$ cat src/rtl/erl_pkg.sv
package erl_pkg;
  parameter int unsigned STAT_W    = 32;
  parameter int unsigned WORD_W    = 32;
  parameter int unsigned LOG_WORDS = 4;
  parameter int unsigned SRC_W     = 16;
  localparam int unsigned PTR_W    = $clog2(STAT_W);
  localparam int unsigned LOG_W    = WORD_W * LOG_WORDS;

  typedef struct packed {
    logic [STAT_W-1:0] sts;
    logic [SRC_W-1:0]  src;
    logic              hdr_vld;
    logic              pfx_vld;
    logic [LOG_W-1:0]  hdr;
    logic [LOG_W-1:0]  pfx;
  } err_rec_t;

  function automatic logic [PTR_W-1:0] bit_index(logic [STAT_W-1:0] v);
    logic [PTR_W-1:0] r;
    r = '0;
    for (int i = STAT_W - 1; i >= 0; i--) begin
      if (v[i]) r = PTR_W'(i);
    end
    return r;
  endfunction
endpackage

$ cat src/rtl/erl_fifo.sv
module erl_fifo
  import erl_pkg::*;
#(
  parameter int unsigned DEPTH = 4,
  localparam int unsigned CNT_W = $clog2(DEPTH + 2)
) (
  input  logic             clk_i,
  input  logic             rst_ni,
  input  logic             flush_i,
  input  logic             push_i,
  input  logic             pop_i,
  input  err_rec_t         wdata_i,
  output err_rec_t         head_o,
  output logic [CNT_W-1:0] cnt_o,
  output logic             full_o,
  output logic [STAT_W-1:0] pend_o
);
  if (DEPTH == 0) begin : g_none
    logic unused_in;
    assign unused_in = ^{clk_i, rst_ni, flush_i, push_i, pop_i, wdata_i};
    assign head_o = '0;
    assign cnt_o  = '0;
    assign full_o = 1'b1;
    assign pend_o = '0;
  end else begin : g_q
    localparam int unsigned IDX_W = (DEPTH > 1) ? $clog2(DEPTH) : 1;

    err_rec_t         mem_q [DEPTH];
    logic [IDX_W-1:0] rd_q, wr_q;
    logic [CNT_W-1:0] cnt_q;

    function automatic logic [IDX_W-1:0] nxt(logic [IDX_W-1:0] p);
      return (p == IDX_W'(DEPTH - 1)) ? '0 : p + 1'b1;
    endfunction

    always_ff @(posedge clk_i or negedge rst_ni) begin
      if (!rst_ni) begin
        rd_q  <= '0;
        wr_q  <= '0;
        cnt_q <= '0;
      end else if (flush_i) begin
        rd_q  <= '0;
        wr_q  <= '0;
        cnt_q <= '0;
      end else begin
        if (push_i) wr_q <= nxt(wr_q);
        if (pop_i)  rd_q <= nxt(rd_q);
        if (push_i && !pop_i)      cnt_q <= cnt_q + 1'b1;
        else if (pop_i && !push_i) cnt_q <= cnt_q - 1'b1;
      end
    end

    always_ff @(posedge clk_i) begin
      if (push_i && !flush_i) mem_q[wr_q] <= wdata_i;
    end

    // status bits of every queued record
    always_comb begin
      pend_o = '0;
      for (int k = 0; k < DEPTH; k++) begin
        if (CNT_W'(k) < cnt_q)
          pend_o |= mem_q[IDX_W'((int'(rd_q) + k) % DEPTH)].sts;
      end
    end

    assign head_o = mem_q[rd_q];
    assign cnt_o  = cnt_q;
    assign full_o = (cnt_q == CNT_W'(DEPTH));

    AST_NO_OVERFLOW: assert property (@(posedge clk_i) disable iff (!rst_ni)
      push_i && !pop_i |-> cnt_q < CNT_W'(DEPTH));
    AST_POP_NONEMPTY: assert property (@(posedge clk_i) disable iff (!rst_ni)
      pop_i |-> cnt_q != '0);
  end
endmodule

$ cat src/rtl/erl_log.sv
module erl_log
  import erl_pkg::*;
(
  input  logic             clk_i,
  input  logic             rst_ni,
  input  logic             load_i,
  input  logic             clr_i,
  input  err_rec_t         rec_i,
  input  logic             pfx_sup_i,
  output logic [PTR_W-1:0] ptr_o,
  output logic [LOG_W-1:0] hdr_o,
  output logic [LOG_W-1:0] pfx_o,
  output logic             pp_o,
  output logic [SRC_W-1:0] src_o
);
  logic [PTR_W-1:0] ptr_q;
  logic [LOG_W-1:0] hdr_q, pfx_q;
  logic             pp_q;
  logic [SRC_W-1:0] src_q;
  logic             pp_d;

  assign pp_d = rec_i.pfx_vld & pfx_sup_i;

  always_ff @(posedge clk_i or negedge rst_ni) begin
    if (!rst_ni) begin
      ptr_q <= '0;
      hdr_q <= '0;
      pfx_q <= '0;
      pp_q  <= 1'b0;
      src_q <= '0;
    end else if (load_i) begin
      ptr_q <= bit_index(rec_i.sts);
      hdr_q <= rec_i.hdr_vld ? rec_i.hdr : '0;
      pfx_q <= pp_d ? rec_i.pfx : '0;
      pp_q  <= pp_d;
      src_q <= rec_i.src;
    end else if (clr_i) begin
      ptr_q <= '0;
      hdr_q <= '0;
      pfx_q <= '0;
      pp_q  <= 1'b0;
      src_q <= '0;
    end
  end

  assign ptr_o = ptr_q;
  assign hdr_o = hdr_q;
  assign pfx_o = pfx_q;
  assign pp_o  = pp_q;
  assign src_o = src_q;

  AST_PFX_ZERO: assert property (@(posedge clk_i) disable iff (!rst_ni)
    !pp_q |-> pfx_q == '0);
  AST_CLR_LOG: assert property (@(posedge clk_i) disable iff (!rst_ni)
    clr_i && !load_i |=> ptr_q == '0 && hdr_q == '0 && !pp_q);
endmodule

$ cat src/rtl/mh_err_log.sv
module mh_err_log
  import erl_pkg::*;
#(
  parameter int unsigned DEPTH = 4,
  localparam int unsigned CNT_W = $clog2(DEPTH + 2)
) (
  input  logic              clk_i,
  input  logic              rst_ni,
  input  logic              mhr_en_i,
  input  logic              pfx_sup_i,
  input  logic              rec_valid_i,
  input  logic [STAT_W-1:0] rec_status_i,
  input  logic [SRC_W-1:0]  rec_src_i,
  input  logic              rec_hdr_vld_i,
  input  logic              rec_pfx_vld_i,
  input  logic [LOG_W-1:0]  rec_hdr_i,
  input  logic [LOG_W-1:0]  rec_pfx_i,
  input  logic              sts_wr_i,
  input  logic [STAT_W-1:0] sts_wdata_i,
  output logic [STAT_W-1:0] sts_o,
  output logic [PTR_W-1:0]  first_ptr_o,
  output logic [LOG_W-1:0]  hdr_log_o,
  output logic [LOG_W-1:0]  pfx_log_o,
  output logic              pfx_present_o,
  output logic [SRC_W-1:0]  src_log_o,
  output logic [CNT_W-1:0]  pend_cnt_o,
  output logic              ovf_o,
  output logic              mhr_cap_o
);
  localparam logic CAP = (DEPTH > 0);

  err_rec_t          rec_in, head, load_rec;
  logic [STAT_W-1:0] sts_q, sts_w, sts_n, pend;
  logic [PTR_W-1:0]  ptr_q, ptr_mid;
  logic [CNT_W-1:0]  cnt;
  logic              en, full, push, pop, log_load, log_clr, ovf_q, ovf_n;

  assign en = mhr_en_i & CAP;

  assign rec_in = '{sts: rec_status_i, src: rec_src_i, hdr_vld: rec_hdr_vld_i,
                    pfx_vld: rec_pfx_vld_i, hdr: rec_hdr_i, pfx: rec_pfx_i};

  // write first, then judge the record against the result
  always_comb begin
    sts_w    = sts_q & ~(sts_wr_i ? sts_wdata_i : '0);
    sts_n    = sts_w;
    ptr_mid  = ptr_q;
    pop      = 1'b0;
    push     = 1'b0;
    log_load = 1'b0;
    log_clr  = 1'b0;
    load_rec = head;
    ovf_n    = 1'b0;
    if (sts_wr_i) begin
      if (!sts_w[ptr_q]) begin
        if (en && cnt != '0) begin
          pop      = 1'b1;
          log_load = 1'b1;
          sts_n    = sts_w | pend;
          ptr_mid  = bit_index(head.sts);
        end else begin
          log_clr = 1'b1;
          ptr_mid = '0;
        end
      end else if (en) begin
        sts_n = sts_w | pend;
      end
    end
    if (rec_valid_i) begin
      if (en && sts_n[ptr_mid]) begin
        if (full && !pop) ovf_n = 1'b1;
        else              push  = 1'b1;
      end else begin
        log_load = 1'b1;
        log_clr  = 1'b0;
        load_rec = rec_in;
      end
      sts_n = sts_n | rec_status_i;
    end
  end

  always_ff @(posedge clk_i or negedge rst_ni) begin
    if (!rst_ni) begin
      sts_q <= '0;
      ovf_q <= 1'b0;
    end else begin
      sts_q <= sts_n;
      ovf_q <= ovf_n;
    end
  end

  erl_fifo #(.DEPTH(DEPTH)) u_fifo (
    .clk_i   (clk_i),
    .rst_ni  (rst_ni),
    .flush_i (!en),
    .push_i  (push),
    .pop_i   (pop),
    .wdata_i (rec_in),
    .head_o  (head),
    .cnt_o   (cnt),
    .full_o  (full),
    .pend_o  (pend)
  );

  erl_log u_log (
    .clk_i     (clk_i),
    .rst_ni    (rst_ni),
    .load_i    (log_load),
    .clr_i     (log_clr),
    .rec_i     (load_rec),
    .pfx_sup_i (pfx_sup_i),
    .ptr_o     (ptr_q),
    .hdr_o     (hdr_log_o),
    .pfx_o     (pfx_log_o),
    .pp_o      (pfx_present_o),
    .src_o     (src_log_o)
  );

  assign sts_o       = sts_q;
  assign first_ptr_o = ptr_q;
  assign pend_cnt_o  = cnt;
  assign ovf_o       = ovf_q;
  assign mhr_cap_o   = CAP;

  AST_FLUSH_EMPTY: assert property (@(posedge clk_i) disable iff (!rst_ni)
    !en |=> cnt == '0);
  AST_OVF_FULL: assert property (@(posedge clk_i) disable iff (!rst_ni)
    ovf_q |-> cnt == CNT_W'(DEPTH));
  AST_RESTORE: assert property (@(posedge clk_i) disable iff (!rst_ni)
    sts_wr_i && en && sts_w[ptr_q] && !rec_valid_i |=> (sts_q & $past(pend)) == $past(pend));
  AST_DIRECT_SET: assert property (@(posedge clk_i) disable iff (!rst_ni)
    rec_valid_i && !(en && sts_n[ptr_mid]) |=> sts_q[ptr_q]);
  AST_QUEUE_HOLD: assert property (@(posedge clk_i) disable iff (!rst_ni)
    rec_valid_i && !sts_wr_i && en && sts_q[ptr_q] |=> $stable(ptr_q));
endmodule

$ cat config.mk
export PLATFORM = sky130hd
export DESIGN_NAME = mh_err_log
export DESIGN_NICKNAME = d
export VERILOG_FILES = /design/src/rtl/erl_pkg.sv /design/src/rtl/erl_fifo.sv /design/src/rtl/erl_log.sv /design/src/rtl/mh_err_log.sv
export SDC_FILE = /design/constraint.sdc
export NUM_CORES = 2
export LEC_CHECK = 0
export BUFFER_PORTS_ARGS = -buffer_cell sky130_fd_sc_hd__buf_2
export CORE_MARGIN = 5
export CORE_UTILIZATION = 45
export DETAILED_ROUTE_END_ITERATION = 10
export PLACE_DENSITY_LB_ADDON = 0.08
export SLEW_MARGIN = 20
export SYNTH_ARGS = -nofsm -noshare
export SYNTH_HDL_FRONTEND = slang
export SYNTH_HIERARCHICAL = 1
export SYNTH_SLANG_ARGS = --single-unit
$ cat constraint.sdc
create_clock -name clk_i -period 14.89 [get_ports clk_i]
set_input_delay 4.467 -clock clk_i [delete_from_list [all_inputs] [get_ports clk_i]]
set_output_delay 4.467 -clock clk_i [all_outputs]
set_load 0.005 [all_outputs]
# Yosys cells after proc, flatten, opt, wreduce, memory -nomap -nowiden
# Memories as Yosys holds them, arrays and structs flattened.
# Index checks and enable logic that the tools add are counted.
dict set report totals {
  regBits 318
  ram_bits 1224
  output_inout_bits 315
  elab_cells 169
  n_memories 1
}
# memory depth word_bits read_ports rd_ports_with_merged_regs write_ports line_no
set mem_list {}
lappend mem_list {u_fifo.g_q.mem_q 4 306 4 0 1 erl_fifo.sv:28} ;# err_rec_t mem_q [DEPTH];
dict set report op_classes {
  addsub 7
  n_lt_le_gt_ge 6
  eq_ne 6
  muxes 121
  n_bitwise 8
  n_reduce_logical 10
}
# operator count
set ops {}
lappend ops {{$mux 128} 5}
lappend ops {{$mux 306} 2}
lappend ops {{$mux 5} 69}
lappend ops {{$mux 32} 10}
lappend ops {{$or 32x32->32} 5}
lappend ops {{$and 32x32->32} 1}
lappend ops {{$mux 16} 2}
lappend ops {{$not 32->32} 1}
lappend ops {{$mux 1} 22}
lappend ops {{$lt 5x6->1 const B} 2}
lappend ops {{$mux 2} 6}
lappend ops {{$bmux 1 s5} 2}
lappend ops {{$mux 3} 3}
lappend ops {{$add 2x1->2 const B} 3}
lappend ops {{$logic_and 1x1->1} 6}
lappend ops {{$lt 1x3->1 const A} 2}
lappend ops {{$lt 2x3->1 const A} 2}
lappend ops {{$add 2x2->2 const B} 2}
lappend ops {{$eq 2x2->1 const B} 2}
lappend ops {{$ne 2x1->1 const B} 2}
lappend ops {{$add 3x1->3 const B} 1}
lappend ops {{$eq 3x3->1 const B} 1}
lappend ops {{$ne 3x1->1 const B} 1}
lappend ops {{$reduce_bool 3->1} 1}
lappend ops {{4 further kinds} 5}

# Logic depth before layout (Yosys ltp)
# An unclocked memory read counts as a cell.
dict set report logic_depth {
  ltp_word 74
  mapped_depth 27
  depth_no_buf 19
}

# Modules after synthesis
# Netlist, hierarchy kept.
# module instances cells_per_inst area_per_inst_um2 seq_area_each_um2
set modules_own_cells {}
lappend modules_own_cells {erl_fifo 1 1905 47812.1 36930.4}
lappend modules_own_cells {erl_log 1 687 10062.2 6956.7}
lappend modules_own_cells {mh_err_log 1 670 7287.0 825.8}

# Least setup slack after synthesis
# No wires, ideal clock.
dict set report synth_path {
  path_kind {input-to-reg}
  start {input sts_wr_i}
  end {memory u_fifo/g_q.mem_q[0][0] in the netlist's numbering (enable)}
  arrival_time_ns 14.761
  path_slack_ns -0.579
  path_stages 16
  n_path_buf 4
  path_cell_list {buf_2 > a21boi_1 > mux4_2 > nor3b_1 > a2111o_1 > buf_2 > mux2_4 > buf_6 > a2111oi_0 > nor4_2 > a211oi_2 > nor2_1 > nor2_1 > clkbuf_1 > nor2b_1 > and2_1}
}
dict set report synth_between {
  elab_chain_len 15
  elab_cells_between_ends 25
  cone_classes {18 x mux; 3 x bitwise; 4 x reduce/logical}
}
# element line_no
set synth_rtl {}
lappend synth_rtl {{start: declaration} mh_err_log.sv:18} ;# input logic sts_wr_i,
lappend synth_rtl {{$mux 32} mh_err_log.sv:45} ;# sts_w = sts_q & ~(sts_wr_i ? sts_wdata_i : '0);
lappend synth_rtl {{$not 32->32} mh_err_log.sv:45}
lappend synth_rtl {{$and 32x32->32} mh_err_log.sv:45}
lappend synth_rtl {{$bmux 1 s5 or $or 32x32->32 (tied branches)} {mh_err_log.sv:55, mh_err_log.sv:59, mh_err_log.sv:66}}
lappend synth_rtl {{$mux 1 (implied by the code), or another cell as far along} mh_err_log.sv:55} ;# if (!sts_w[ptr_q]) begin
lappend synth_rtl {{$mux 32, or another cell as far along} mh_err_log.sv:55}
lappend synth_rtl {{$mux 32, or another cell as far along} mh_err_log.sv:54} ;# if (sts_wr_i) begin
lappend synth_rtl {{$bmux 1 s5 or $logic_not 1->1 (tied branches)} {mh_err_log.sv:70, mh_err_log.sv:71}}
lappend synth_rtl {{$mux 1 (implied by the code) or $logic_and 1x1->1 (tied branches)} {mh_err_log.sv:70, mh_err_log.sv:71}}
lappend synth_rtl {{$logic_and 1x1->1 or $mux 1 (tied branches)} {mh_err_log.sv:70, mh_err_log.sv:71}}
lappend synth_rtl {{$mux 1 *} mh_err_log.sv:70} ;# if (en && sts_n[ptr_mid]) begin
lappend synth_rtl {{$mux 1 *} mh_err_log.sv:69} ;# if (rec_valid_i) begin
lappend synth_rtl {{via push} mh_err_log.sv:36} ;# logic en, full, push, pop, log_load, log_clr, ovf_q, ovf_n;
lappend synth_rtl {{$logic_and 1x1->1 *} erl_fifo.sv:54} ;# if (push_i && !flush_i) mem_q[wr_q] <= wdata_i;
lappend synth_rtl {{$mux 1 *} erl_fifo.sv:54}
lappend synth_rtl {{$mux 1 (implied by the code) *} erl_fifo.sv:54}
lappend synth_rtl {{end: declaration} erl_fifo.sv:28}
# The timed path passes the listed nets; every way through them passes the cells marked *. The select of a mux whose other input is x is not followed.

# Worst setup path in the final report
dict set report layout_path {
  start {input sts_wr_i}
  end {memory u_fifo/g_q.mem_q[3][236] in the netlist's numbering (enable)}
}
# Same word-level chain as after synthesis.

==> results.cfg <==
[global_route]
grt_pass1_wl_um = 249300
grt_overflow = 0
grt_pass1_vias = 35960
antenna_found_initial = 68
grt_max_degree = 154
gr-usage-all-layers_pct = 21.75

[detailed_routing]
drc = 0
ant_nets = 0
finalWirelength_um = 168500
num_vias = 35110
via_per_inst = 5.875
drtPass1Iterations = 5
wire_per_inst_um = 28.20
first_iter_violations = 2383

[critical_path]
path_class = in -> reg
worstPathRequired_ps = 15300
arrival_ps = 11340
endpoint_kind = register
crit_path_start_kind = input pin
path_max_fanout = 93

[logic_synthesis]
netlist_top_cells_area = edfxtp_1, mux4_2, dfrtp_1
synth.distinct_cells = 77
synth_edf_count = 1224
synth_nets = 3615
postSynthCellCount = 3262
syn_area_per_cell_um2 = 19.98
netlist.area_leader.share_pct = 56.41
synth_mux_area_share_pct = 20.67
yosys.area_share.simple_pct = 1.544
synth_xor_area_share_pct = 0.04032
yosysWarnings = 6
synthAdderAreaFrac_pct = 0.1728
yosys_register_bits = 1542
synth_top_family_by_area = multiplexers
synth-compound-area-share_pct = 6.686
netlist_area_um2 = 65160
yosysTopAreaCell = edfxtp_1
ys_seq_area_share_pct = 68.62
synthArstFlopShare_pct = 20.62
ys.flop_type = edfxtp_1

[floorplan]
dieArea_um2 = 152500
fp.dieH_um = 390.5
num_io_pins = 659
core-area_um2 = 143800
start_util_pct = 45.30
row_count = 139
die_x_um = 390.5

[placed_design]
place_inst = 5641
dp_hpwl_um = 102300
place_area_um2 = 70050
gp_congestion = 0.8836
numPortBuffers = 657

[final_layout]
synthToLayoutAreaGrowth_pct = 16.39
stdcell_area_um2 = 75840
nNetsFinal = 4257
finalNonFillerCells = 5976
drive_gt1_share_pct = 41.70

[sta]
post-route-period-util_pct = 73.43
setup_violations = 0
min_period_ps = 10930
timing.setup.tns_ps = 0
relSlewSlack_pct = 15.29
tightest_slew_ps = 1271
rsz0062_at_grt = no
final_max_slew_viol_count = 0
skew_ps = 51.27
hold_violations = 0
fmax_ghz = 0.09147
fin_hold_ws_ps = 475.5

[clocking]
clock_latency_ps = 790
cts.clk_slew.worst_paths_ps = 60
cts-htree-levels = 4
numCtsBuffers = 164
cts_tree = yes
cts_resized = 0
cts.hold.buffers_added = 0
cts_max_path_buffers = 3
root_buffer = clkbuf_16
clock_sinks = 1542
cts_post_setup_buffers_inserted = 0

[run_status]
status = completed

[pwr]
power.density_nw_per_um2 = 166.1
vdd_ir_drop_max_uv = 115.3
p_leak_nw = 27.33
finalPower_w = 0.01260

[hold_path]
min_path_type = reg -> reg

[run]
cap_violations = 0
-- layer usage --
layer  vias up  wire, um  GRT usage [%]
met5         -       238              0
met4        36      4134          6.158
met3       291     11810          5.796
met2      1071     81500          34.75
met1     18690     70820          29.73
li1      15020         -              -
-- critical path, cell delays in order --
cell       delay, ps
buf_2            470
a21boi_0         290
mux4_2           510
a32o_1           260
a2111o_1         630
mux2i_2          760
a2111oi_0        160
a31oi_1          210
a211oi_1          90
nor4_1           780
nor2_1           200
nor2_1           540
nor2b_1          330
and2_4           920
buf_12           550
-- synth_stat cells (4+ instances only) --
cell type and instances:
edfxtp_1 1224, mux4_2 370, dfrtp_1 318, a22o_1 295
mux2_4 201, mux2_2 132, buf_2 69, nand2_1 68
clkbuf_1 60, nor2_1 42, a221o_1 41, buf_4 35
a21oi_1 29, buf_1 29, a21boi_0 25, inv_1 21
mux2i_1 20, a221oi_1 19, buf_6 19, a211oi_1 18
mux4_1 15, nor3_1 15, nor4_1 14, buf_8 12
o21ai_0 12, a2111oi_0 11, a31oi_1 10, nor2b_1 10
o221ai_1 10, ha_1 9, a21boi_1 8, nand3_1 8
and2_1 6, a22oi_1 5, nor3b_1 5, nand2b_1 4
o211ai_1 4, or3_1 4, or4_1 4
-- placed cells by master (no fill, tap or decap), types with 9 or more instances in the layout --
| master | count |
|---|---|
| o21ai_0 | 12 |
| nor2b_1 | 10 |
| a221o_1 | 41 |
| a31oi_1 | 10 |
| buf_4 | 30 |
| clkinv_1 | 9 |
| diode_2 | 25 |
| a22o_1 | 295 |
| inv_1 | 21 |
| a21oi_1 | 29 |
| clkbuf_8 | 34 |
| nor4_1 | 14 |
| mux4_1 | 15 |
| clkinv_2 | 23 |
| buf_2 | 656 |
| bufinv_16 | 14 |
| a211oi_1 | 17 |
| o221ai_1 | 10 |
| mux2i_1 | 20 |
| mux2_4 | 201 |
| mux2_2 | 132 |
| a21boi_0 | 25 |
| nor3_1 | 15 |
| edfxtp_1 | 1224 |
| mux4_2 | 370 |
| a221oi_1 | 19 |
| clkbuf_1 | 44 |
| nor2_1 | 41 |
| clkbuf_16 | 167 |
| buf_12 | 16 |
| nand2_1 | 68 |
| a2111oi_0 | 11 |
| dfrtp_1 | 316 |
-- sequential cells by signal (all words and copies together) (netlist names) --
register / cells
u_fifo/g_q.rd_q: 2
sts_o: 32
u_log/pp_o: 1
u_log/src_o: 16
u_log/ptr_o: 5
u_log/pfx_o: 128
u_fifo/g_q.wr_q: 2
ovf_o: 1
u_fifo/cnt_o: 3
u_log/hdr_o: 128
u_fifo/g_q.mem_q: 1224
-- final timing paths --
kind                               startpoint                        to  slack [ps]  cells past startpoint
max                                  sts_wr_i  u_fifo/g_q.mem_q[3][236]        3960                     15
min                                u_log/pp_o                u_log/pp_o         480                      1
max reg2reg                u_fifo/g_q.rd_q[0]  u_fifo/g_q.mem_q[3][236]        6310                     17
min reg2reg                        u_log/pp_o                u_log/pp_o         480                      1
max in group asynchronous              rst_ni          u_log/pfx_o[108]        9270                      3
min in group asynchronous              rst_ni           u_log/pfx_o[43]        3670                      1
-- kinds of logic (layout without fill, tap and decap cells) --
family                   after synthesis  after routing
AO/OA/AOI/OAI                        519            519
XOR/XNOR                               3              3
adder cells (fa/ha/maj)                9              9
buffers and inverters                248           1034
flip-flops                          1542           1542
multiplexers                         740            740
other                                  1             26
AND/OR/NAND/NOR                      200            200
-- final cells by class --
cell class,count,area [um2]
antenna,25,62.56
clock buffer,245,4812
clock inverter,65,914.6
fill,11490,67990
inverter,21,78.83
multi-input combinational,1472,19030
sequential,1542,44720
tap,1903,2381
timing repair buffer,703,3844
-- power breakdown --
part	internal [W]	leakage (nW)	switching (W)
Combinational	0.00136	9.34	0.00162
Clock	0.00250	2.79	0.00172
Sequential	0.00511	15.2	0.000287
-- stage by stage --
| step | worst slack [ps] | utilization [%] |
|---|---|---|
| final | 3957 | 52.73 |
| after global routing | 3591 | 52.70 |
| after CTS | 4024 | 52.69 |
| after detailed placement | 3210 | 48.71 |
| after global placement | 3292 | 48.71 |
| after floorplan | 2892 | - |
(Power assumes the default switching activity.)
